$ cat config.mk
export PLATFORM = sky130hd
export DESIGN_NAME = mfm_wr_esc_decoder
export DESIGN_NICKNAME = d
export VERILOG_FILES = /design/src/rtl/mfm_esc_pkg.sv /design/src/rtl/esc_cmd_decode.sv /design/src/rtl/raw_window_ctr.sv /design/src/rtl/mfm_wr_esc_decoder.sv
export SDC_FILE = /design/constraint.sdc
export NUM_CORES = 1
export LEC_CHECK = 0
export BUFFER_PORTS_ARGS = -buffer_cell sky130_fd_sc_hd__buf_2
export CAP_MARGIN = 30
export CORE_ASPECT_RATIO = 1.75
export CORE_MARGIN = 2
export CORE_UTILIZATION = 40
export DETAILED_ROUTE_END_ITERATION = 10
export GPL_ROUTABILITY_DRIVEN = 1
export SYNTH_ARGS = -nofsm -noshare
export SYNTH_HDL_FRONTEND = slang
export SYNTH_SLANG_ARGS = --single-unit
$ cat constraint.sdc
create_clock -name clk -period 4.1 [get_ports clk]
set_clock_uncertainty 0.15 [all_clocks]
set_input_delay 0.82 -clock clk [delete_from_list [all_inputs] [get_ports clk]]
set_output_delay 0.82 -clock clk [all_outputs]
set_load 0.005 [all_outputs]
$ cat src/rtl/mfm_esc_pkg.sv
// Shared types for the MFM write-stream escape decoder.
// Assumes an 8-bit stream; the encodings below are visible at the ports.
package mfm_esc_pkg;

    typedef enum logic [1:0] {
        KIND_DATA = 2'b00,
        KIND_SYNC = 2'b01,
        KIND_MARK = 2'b10,
        KIND_CRC  = 2'b11
    } byte_kind_t;

    typedef enum logic [1:0] {
        ST_PLAIN,
        ST_CMD,
        ST_RAW,
        ST_HALT
    } parse_st_t;

    typedef enum logic [1:0] {
        ACT_EMIT,
        ACT_RAW,
        ACT_STOP,
        ACT_BAD
    } cmd_act_t;

    typedef struct packed {
        cmd_act_t   act;
        byte_kind_t kind;
        logic [7:0] emit;
    } cmd_dec_t;

    localparam logic [7:0] CMD_SYNC_A = 8'hA1;
    localparam logic [7:0] CMD_SYNC_B = 8'hC2;
    localparam logic [7:0] CMD_ID_AM  = 8'hFE;
    localparam logic [7:0] CMD_DAT_AM = 8'hFB;
    localparam logic [7:0] CMD_IDX_AM = 8'hFC;
    localparam logic [7:0] CMD_CRC    = 8'h04;
    localparam logic [7:0] CMD_STOP   = 8'h08;
    localparam logic [7:0] CMD_RAW    = 8'h0F;

endpackage

$ cat src/rtl/esc_cmd_decode.sv
// Decodes the byte after an escape into an action, an output tag and the
// byte to emit. Purely combinational; assumes it is looked at only in the
// command state of the parser.
module esc_cmd_decode
    import mfm_esc_pkg::*;
#(
    parameter logic [7:0] ESC_CODE = 8'h99
) (
    input  logic [7:0] cmd,
    output cmd_dec_t   dec
);

    // Map the command byte to its action
    always_comb begin
        dec.act  = ACT_BAD;
        dec.kind = KIND_DATA;
        dec.emit = cmd;
        if (cmd == ESC_CODE) begin
            dec.act = ACT_EMIT;
        end else begin
            case (cmd)
                CMD_SYNC_A, CMD_SYNC_B: begin
                    dec.act  = ACT_EMIT;
                    dec.kind = KIND_SYNC;
                end
                CMD_ID_AM, CMD_DAT_AM, CMD_IDX_AM: begin
                    dec.act  = ACT_EMIT;
                    dec.kind = KIND_MARK;
                end
                CMD_CRC: begin
                    dec.act  = ACT_EMIT;
                    dec.kind = KIND_CRC;
                    dec.emit = 8'h00;
                end
                CMD_RAW:  dec.act = ACT_RAW;
                CMD_STOP: dec.act = ACT_STOP;
                default:  dec.act = ACT_BAD;
            endcase
        end
    end

endmodule

$ cat src/rtl/raw_window_ctr.sv
// Counts the bytes taken inside a transparent window and flags the last one.
// Assumes open and step are never high together.
module raw_window_ctr #(
    parameter int RAW_LEN = 512
) (
    input  logic clk,
    input  logic rst_n,
    input  logic open,
    input  logic step,
    output logic last
);

    localparam int CW = $clog2(RAW_LEN + 1);

    logic [CW-1:0] cnt;

    // Flag the byte that brings the count to the window length
    assign last = (cnt == CW'(RAW_LEN - 1));

    // Restart on open, advance per accepted byte, wrap at the end
    always_ff @(posedge clk) begin
        if (!rst_n)      cnt <= '0;
        else if (open)   cnt <= '0;
        else if (step)   cnt <= last ? '0 : cnt + 1'b1;
    end

endmodule

$ cat src/rtl/mfm_wr_esc_decoder.sv
// Turns a sector-write byte stream into tagged bytes for an MFM serializer.
// Input and output are valid/ready. Bytes that produce output pass through
// without buffering. Escape prefixes, window openers and terminators are
// consumed at once. Assumes the stream source holds in_byte while
// in_valid is high and in_ready is low.
module mfm_wr_esc_decoder
    import mfm_esc_pkg::*;
#(
    parameter logic [7:0] ESC_CODE = 8'h99,
    parameter int         RAW_LEN  = 512
) (
    input  logic       clk,
    input  logic       rst_n,
    input  logic       in_valid,
    output logic       in_ready,
    input  logic [7:0] in_byte,
    input  logic       out_ready,
    output logic       out_valid,
    output logic [7:0] out_byte,
    output logic [1:0] out_kind,
    output logic       stop_pulse,
    output logic       err_flag
);

    parse_st_t state, state_nxt;
    cmd_dec_t  dec;
    logic      win_open, win_step, win_last, set_err;

    esc_cmd_decode #(.ESC_CODE(ESC_CODE)) u_dec (
        .cmd (in_byte),
        .dec (dec)
    );

    raw_window_ctr #(.RAW_LEN(RAW_LEN)) u_win (
        .clk   (clk),
        .rst_n (rst_n),
        .open  (win_open),
        .step  (win_step),
        .last  (win_last)
    );

    // Decide outputs, handshake and next parser state for this byte
    always_comb begin
        state_nxt  = state;
        in_ready   = out_ready;
        out_valid  = 1'b0;
        out_byte   = in_byte;
        out_kind   = KIND_DATA;
        stop_pulse = 1'b0;
        win_open   = 1'b0;
        win_step   = 1'b0;
        set_err    = 1'b0;
        case (state)
            ST_PLAIN: begin
                if (in_byte == ESC_CODE) begin
                    in_ready = 1'b1;
                    if (in_valid) state_nxt = ST_CMD;
                end else begin
                    out_valid = in_valid;
                end
            end
            ST_CMD: begin
                case (dec.act)
                    ACT_EMIT: begin
                        out_valid = in_valid;
                        out_byte  = dec.emit;
                        out_kind  = dec.kind;
                        if (in_valid && out_ready) state_nxt = ST_PLAIN;
                    end
                    ACT_RAW: begin
                        in_ready = 1'b1;
                        win_open = in_valid;
                        if (in_valid) state_nxt = ST_RAW;
                    end
                    default: begin
                        in_ready   = 1'b1;
                        stop_pulse = in_valid;
                        set_err    = in_valid && (dec.act == ACT_BAD);
                        if (in_valid) state_nxt = ST_HALT;
                    end
                endcase
            end
            ST_RAW: begin
                out_valid = in_valid;
                win_step  = in_valid && out_ready;
                if (win_step && win_last) state_nxt = ST_PLAIN;
            end
            default: begin
                in_ready = 1'b1;
            end
        endcase
    end

    // Parser state register
    always_ff @(posedge clk) begin
        if (!rst_n) state <= ST_PLAIN;
        else        state <= state_nxt;
    end

    // Sticky flag for an undefined command
    always_ff @(posedge clk) begin
        if (!rst_n)       err_flag <= 1'b0;
        else if (set_err) err_flag <= 1'b1;
    end

endmodule

==> impl_metrics.csv, run 1 <==
group,metric,value,unit
status,status,"finished clean",
cts,ctsHoldBuffers,0,
cts,cts_resized,0,
floorplan,core,0.00233,mm2
layout,syn_to_final_growth,17.7,%
setup_path,cpMostUsedCell,"buf_2",
floorplan,ioPinCount,26,
cts,cts_sinks,13,
setup_path,timing.rr.end,"state[0]",
sta,worst_pin_slew,0.493,ns
power,leakagePower,0.462,nW
sta,relSlewSlack,66.9,%
synthesis,synthCells,125,
floorplan,die_area,0.00290,mm2
setup_path,crit_required,3.13,ns
synthesis,ys_seq_area_share,26.3,%
placed_design,io_buffer_count,25,
sta,period_share,85.0,%
setup_path,reg2reg_depth,6,
sta,fmax,287,MHz
synthesis,ys.flop_type,"dfxtp_1",
synthesis,synth_edf_count,0,
global_route,overflow,0,
setup_path,critPathBufInv,2,
worst_hold_path,worstHoldPathCells,2,
floorplan,die_h,69.8,um
global_route,grt_pass1_vias,976,
global_route,grt_pass1_wl,4170,um
layout,final_common_cell,"buf_2",
layout,antennaDiodeCount,0,
floorplan,num_rows,23,
power,ir_drop,0.151,mV
setup_path,reg2reg_slack,2.01,ns
routing,drc_errors,0,
synthesis,avgSynthCellArea,7.92,um2
synthesis,async_reset_ff_share,0,%
worst_hold_path,min-delay-start,"u_win.cnt[1]",
layout,final_nets,165,
cts,cts_tree,"yes",
sta,fin_tns_setup,0,ns
placed_design,gp_congestion,0.869,
routing,vias_per_cell,5.63,
cts,cts_setup_buffers,0,
cts,root_buffer,"clkbuf_8",
sta,rsz0062_at_grt,"false",
routing,first_iter_violations,12,
global_route,antenna_found_initial,0,
power,power_density,233,mW/mm2
sta,fin_crit,3.49,ns
setup_path,cp.depth,6,
cts,clock_latency,0.24,ns
placed_design,pre_cts_ws,0.625,ns
routing,num_vias,969,
setup_path,reg2reg_from,"u_win.cnt[0]",
run,max-cap-violations,0,
cts,h-tree-depth,1,
routing,first_pass_iters,4,
global_route,grt_usage,18.0,%
synthesis,synth_fp_nets,142,
power,power,0.000271,W
synthesis,netlist_area,990,um2
sta,drv_slew,0,
layout,drive_gt1_share,25.2,%
setup_path,path_cells,"buf_2, or4b_4, or2_0, o2111a_1, or3_1, buf_2",
cts,clk_pin_slew,0.05,ns
cts,cts.path.max_buffers,2,
layout,most-common-layout-cells,"buf_2 (25), nor2_1 (13), dfxtp_1 (13)",
cts,numCtsBuffers,3,
synthesis,ys_warn_count,0,
floorplan,die_width,41.6,um
synthesis,synth.ff_latch_count,13,
setup_path,critical_path_peak_fanout,7,
worst_hold_path,worstHoldEndpoint,"u_win.cnt[1]",
setup_path,crit_path_start_kind,"input pin",
setup_path,criticalPathCategory,"input pin to output port",
synthesis,synth_cell_type_count,49,
sta,setup_viol,0,
routing,wl,2340,um
placed_design,dp_hpwl,1940,um
global_route,grt_max_degree,9,
setup_path,crit_arrival,2.52,ns
setup_path,slowest_delay,0.57,ns
setup_path,end_kind,"output port",
floorplan,initial_core_util,42.5,%
worst_hold_path,hold_path_class,"flip-flop to flip-flop",
sta,setup_slack,0.613,ns
sta,hold_viol,0,
routing,ant_nets,0,
setup_path,cp_slowest_cell,"or4b_4",
setup_path,cpLargestDelayFamily,"simple AND/OR/NAND/NOR gates",
routing,avgRoutedWirePerCell,13.6,um
==> tightest hold or removal path, stage by stage (launching register included) <==
cell	delay, ns
dfxtp_1	0.32
nand2_1	0.06
a21oi_1	0.05
==> cell families after synthesis <==
logic type	synth area share (%)
flops	26.3
compound gates	19.2
fa+ha+maj	6.32
xor+xnor	7.08
simple gates	35.4
buf+inv	5.69
==> cell type report <==
type / count / area (um2)
inverters: 8 / 30.0
well taps: 25 / 31.3
fillers: 233 / 1170
repair buffers: 25 / 125
clock buffers: 4 / 45.0
flip-flops and latches: 13 / 260
multi-input cells: 97 / 673
==> cell usage after synthesis (2+ instances only) <==
master / n / area share (%)
a21oi_1: 5 / 2.5
o2111ai_1: 2 / 1.8
nand3_1: 7 / 3.5
o21ai_0: 4 / 2.0
nor4_1: 2 / 1.3
inv_1: 8 / 3.0
dfxtp_1: 13 / 26
ha_1: 5 / 6.3
nor3_1: 2 / 1.0
nor2_1: 13 / 4.9
xnor2_1: 3 / 2.7
or3_1: 2 / 1.3
xor2_1: 5 / 4.4
nand2_1: 11 / 4.2
and3_1: 3 / 1.9
clkbuf_1: 7 / 2.7
==> registers in the layout, summed over array words and instances, names as in the netlist <==
name	cells
u_win.cnt	10
state	2
err_flag	1
==> layer usage <==
layer  wire length (um)  part of all wire, %  GRT usage, %  vias up
met3                115                  4.9          3.13        2
met2               1350                   58          35.1       31
met5                  0                    0             0        -
met1                850                   36          17.4      445
met4                 25                  1.1          7.89        0
li1                   -                    -             -      491
==> worst max path at each step <==
stage | startpoint | end
after floorplan | in_byte[1] | in_ready
after global placement | in_byte[1] | in_ready
after detailed placement | in_byte[1] | in_ready
after CTS | in_byte[1] | in_ready
after global routing | in_byte[1] | in_ready
final | in_byte[1] | in_ready
==> power by group <==
group / leakage, nW / switching [W] / internal [W]
combinational: 0.334 / 0.0000185 / 0.0000141
sequential: 0.105 / 0.0000000660 / 0.000127
clock: 0.0228 / 0.0000433 / 0.0000685
total: 0.462 / 0.0000619 / 0.000209
==> metrics by stage <==
step | std cells | hold WS (ns) | util, % | cell area, um2
2_1_floorplan | 125 | 0.298 | - | 990
3_3_place_gp | 168 | 0.303 | 48.0 | 1120
3_5_place_dp | 168 | 0.324 | 48.0 | 1120
4_1_cts | 172 | 0.332 | 50.0 | 1160
5_1_grt | 172 | 0.362 | 50.0 | 1160
6_report | 172 | 0.328 | 50.0 | 1160
No activity file was read; power rests on OpenSTA's default activity.
==> inputs of run 2 (changes only) <==
- CTS_BUF_LIST: unset -> sky130_fd_sc_hd__clkbuf_4 sky130_fd_sc_hd__clkbuf_8
- TNS_END_PERCENT: unset -> 30
==> impl_metrics.csv, run 2 (synthesis results as in run 1) <==
group,metric,value,unit
layout,syn_to_final_growth,18.1,%
floorplan,initial_core_util,42.5,%
placed_design,dp_hpwl,1940,um
global_route,overflow,0,
cts,numCtsBuffers,3,
setup_path,end_kind,"output port",
routing,wl_met1,855,um
layout,final_nets,165,
setup_path,path_cells,"buf_2, or4b_4, or2_0, o2111a_1, or3_1, buf_2",
sta,relSlewSlack,66.9,%
power,ir_drop,0.151,mV
layout,largest_register_ff_count,10,
cts,cts_resized,0,
routing,top_layer,"met4",
layout,antennaDiodeCount,0,
routing,first_iter_violations,12,
layout,reg.largest.list,"u_win.cnt x10, state x2, err_flag x1",
cts,root_buffer,"clkbuf_8",
setup_path,critical_path_peak_fanout,7,
setup_path,crit_arrival,2.52,ns
setup_path,crit_path_start_kind,"input pin",
setup_path,cp_slowest_cell,"or4b_4",
floorplan,die_area,0.00290,mm2
sta,fmax,287,MHz
sta,fin_tns_setup,0,ns
global_route,grt_max_degree,9,
sta,hold_ws,0.327,ns
run,max-cap-violations,0,
routing,wl_met3,104,um
routing,met2_length,1340,um
power,power_density,238,mW/mm2
setup_path,cpLargestDelayFamily,"simple AND/OR/NAND/NOR gates",
setup_path,slowest_delay,0.57,ns
floorplan,num_rows,23,
floorplan,die_h,69.8,um
routing,wl,2340,um
setup_path,criticalPathCategory,"input pin to output port",
sta,period_share,85.0,%
cts,cts.path.max_buffers,2,
setup_path,cpMostUsedCell,"buf_2",
worst_hold_path,worstHoldPathCells,2,
sta,rsz0062_at_grt,"false",
global_route,grt_pass1_vias,976,
floorplan,die_width,41.6,um
sta,fin_crit,3.49,ns
cts,h-tree-depth,1,
global_route,grt_usage,18.0,%
layout,top_register,"u_win.cnt",
cts,cts_tree,"yes",
cts,cts_setup_buffers,0,
sta,hold_viol,0,
sta,worst_pin_slew,0.493,ns
routing,num_vias,974,
layout,drive_gt1_share,25.9,%
floorplan,ioPinCount,26,
cts,cts_sinks,13,
cts,clock_latency,0.24,ns
routing,vias_per_cell,5.66,
cts,clk_pin_slew,0.05,ns
cts,ctsHoldBuffers,0,
setup_path,crit_required,3.13,ns
status,status,"finished clean",
sta,drv_slew,0,
setup_path,cp.depth,6,
setup_path,reg2reg_depth,6,
routing,avgRoutedWirePerCell,13.6,um
sta,setup_viol,0,
routing,ant_nets,0,
placed_design,gp_congestion,0.869,
routing,drc_errors,0,
layout,most-common-layout-cells,"buf_2 (25), nor2_1 (13), dfxtp_1 (13)",
setup_path,critPathBufInv,2,
worst_hold_path,hold_path_class,"flip-flop to flip-flop",
placed_design,io_buffer_count,25,
layout,final_common_cell,"buf_2",
global_route,grt_pass1_wl,4170,um
floorplan,core,0.00233,mm2
global_route,antenna_found_initial,0,
routing,first_pass_iters,4,
power,leakagePower,0.465,nW
## run 2: cell type report
cell class,count,area (um2)
timing repair buffer,25,125
tap,25,31.3
clock buffer,4,48.8
sequential,13,260
multi-input combinational,97,673
inverter,8,30.0
fill,234,1160
## run 2: final timing paths
path	from	endpoint	slack, ns
setup / recovery	in_byte[1]	in_ready	0.61
setup reg to reg	u_win.cnt[0]	state[0]	2.01
hold / removal	u_win.cnt[1]	u_win.cnt[1]	0.33
hold reg to reg	u_win.cnt[1]	u_win.cnt[1]	0.33
## run 2: metal layers
| layer | GRT usage (%) | vias up |
|---|---|---|
| met4 | 7.89 | 0 |
| met3 | 3.13 | 5 |
| met2 | 35.1 | 30 |
| li1 | - | 491 |
| met1 | 17.4 | 448 |
| met5 | 0 | - |
## run 2: tightest hold or removal path, stage by stage, from the launching register on
cell and delay, ns:
dfxtp_1 0.32, nand2_1 0.06, a21oi_1 0.05
## run 2: power breakdown
group / switching [W] / total, W / leakage, nW / internal (W)
clock: 0.0000437 / 0.000119 / 0.0262 / 0.0000752
sequential: 0.0000000658 / 0.000127 / 0.105 / 0.000127
combinational: 0.0000185 / 0.0000326 / 0.334 / 0.0000141
total: 0.0000623 / 0.000278 / 0.465 / 0.000216
## run 2: through the flow
stage	total power [W]	utilization (%)	setup slack [ns]	std cells	instance area, um2
finish	0.000278	50.1	0.614	172	1170
global route	0.000291	50.1	0.568	172	1170
CTS	0.000284	50.1	0.617	172	1170
detailed placement	0.000162	48.0	0.625	168	1120
global placement	0.000161	48.0	0.638	168	1120
floorplan	0.000145	-	0.919	125	990
==> inputs of run 3 (changes only) <==
- clock period: 4.1 -> 3.25 ns (I/O delays scaled with it)
==> impl_metrics.csv, run 3 (synthesis results as in run 1) <==
group,metric,value,unit
setup_path,slowest_delay,0.57,ns
layout,fin_util,50.8,%
layout,syn_to_final_growth,19.6,%
floorplan,die_h,69.8,um
sta,worst_pin_slew,0.507,ns
sta,rsz0062_at_grt,"false",
layout,drive_gt1_share,26.8,%
cts,cts_sinks,13,
power,p_switching,0.0000806,W
layout,top_register,"u_win.cnt",
cts,cts.path.max_buffers,2,
setup_path,reg2reg_slack,1.13,ns
power,intPower,0.000273,W
routing,wl,2390,um
power,power_frac_seq,45.1,%
sta,relSlewSlack,66.0,%
setup_path,crit_arrival,2.34,ns
placed_design,gp_congestion,0.869,
routing,vias_per_cell,5.80,
global_route,overflow,0,
power,power,0.000354,W
placed_design,io_buffer_count,25,
setup_path,cpMostUsedCell,"buf_2",
cts,h-tree-depth,1,
placed_design,dpl.cell_count,170,
worst_hold_path,worstHoldPathCells,1,
floorplan,die_width,41.6,um
power,ir_drop,0.140,mV
layout,most-common-layout-cells,"buf_2 (25), nor2_1 (13), dfxtp_1 (13)",
run,max-cap-violations,0,
setup_path,cp_slowest_cell,"or4b_4",
setup_path,timing.rr.end,"state[0]",
floorplan,core,0.00233,mm2
cts,clk_pin_slew,0.05,ns
floorplan,die_area,0.00290,mm2
layout,final_nets,167,
cts,numCtsBuffers,3,
routing,ant_nets,0,
global_route,grt_pass1_wl,4420,um
layout,final_cells,174,
routing,num_vias,1010,
sta,fmax,318,MHz
setup_path,crit_required,2.45,ns
power,swShare,22.8,%
setup_path,critPathBufInv,2,
setup_path,criticalPathCategory,"input pin to output port",
sta,fin_tns_setup,0,ns
layout,final_common_cell,"buf_2",
floorplan,num_rows,23,
layout,antennaDiodeCount,0,
sta,period_share,96.6,%
power,power_density,299,mW/mm2
floorplan,ioPinCount,26,
layout,fillers,243,
power,leakagePower,0.476,nW
layout,largest_register_ff_count,10,
setup_path,cp.depth,6,
setup_path,cpLargestDelayFamily,"simple AND/OR/NAND/NOR gates",
worst_hold_path,hold_path_class,"flip-flop to flip-flop",
cts,cts_tree,"yes",
sta,drv_slew,0,
setup_path,path_cells,"buf_2, or4b_4, or2_0, o2111a_1, or3_1, buf_2",
routing,drc_errors,0,
sta,setup_viol,0,
sta,hold_ws,0.329,ns
status,status,"finished clean",
global_route,grt_max_degree,9,
setup_path,reg2reg_depth,6,
routing,first_iter_violations,16,
setup_path,reg2reg_from,"u_win.cnt[0]",
setup_path,crit_end,"in_ready",
power,pwr-share-comb,11.8,%
routing,avgRoutedWirePerCell,13.7,um
setup_path,crit_path_start_kind,"input pin",
setup_path,critical_path_peak_fanout,7,
layout,reg.largest.list,"u_win.cnt x10, state x2, err_flag x1",
setup_path,end_kind,"output port",
placed_design,dp_hpwl,1970,um
cts,cts_setup_buffers,0,
cts,ctsHoldBuffers,0,
power,clockPowerShare,43.0,%
sta,hold_viol,0,
global_route,grt_usage,19.3,%
global_route,antenna_found_initial,0,
setup_path,cp-startpoint,"in_byte[1]",
cts,clock_latency,0.24,ns
floorplan,initial_core_util,42.5,%
cts,cts_resized,0,
cts,root_buffer,"clkbuf_8",
sta,fin_crit,3.14,ns
global_route,grt_pass1_vias,1009,
routing,first_pass_iters,2,
==> run 3: metal layers <==
metal / part of all wire, % / wire, um / GRT usage (%)
met1: 37 / 889 / 19.8
met3: 3.6 / 86 / 3.13
met5: 0 / 0 / 0
met4: 7.7 / 184 / 16.1
met2: 51 / 1230 / 32.8
==> run 3: worst min-delay path by stage <==
stage | from | endpoint | slack [ns]
after global routing | err_flag | err_flag | 0.36
after detailed placement | err_flag | err_flag | 0.32
after global placement | err_flag | err_flag | 0.30
after CTS | u_win.cnt[1] | u_win.cnt[1] | 0.33
final | err_flag | err_flag | 0.33
after floorplan | u_win.cnt[1] | u_win.cnt[1] | 0.30
==> run 3: power by group through the flow <==
stage	Clock [W]	Combinational, W	Sequential [W]
after CTS	0.000159	0.0000421	0.000160
after floorplan	0	0.0000196	0.000163
after detailed placement	0	0.0000419	0.000163
final	0.000152	0.0000418	0.000160
after global placement	0	0.0000415	0.000163
after global routing	0.000163	0.0000468	0.000160
==> run 3: final cells by class <==
class | instances | area [um2] | area share [%]
Multi-Input combinational cell | 97 | 673 | 56.9
Sequential cell | 13 | 260 | 22.0
Timing Repair Buffer | 27 | 140 | 11.8
Clock buffer | 4 | 48.8 | 4.12
Tap cell | 25 | 31.3 | 2.64
Inverter | 8 | 30.0 | 2.54
==> run 3: worst register-to-register path, delay by kind of cell, from the launching register on <==
family / cells / cell delay (ns)
AOI/OAI and AO/OA: 3 / 0.86
adders and majority gates: 1 / 0.21
DFF: 1 / 0.37
and+or+nand+nor: 2 / 0.41
==> run 3: per-stage QoR <==
step	worst slack [ns]	area, um2
after floorplan	0.409	990
after global placement	0.131	1130
after detailed placement	0.119	1130
after CTS	0.111	1180
after global routing	0.0252	1180
final	0.110	1180
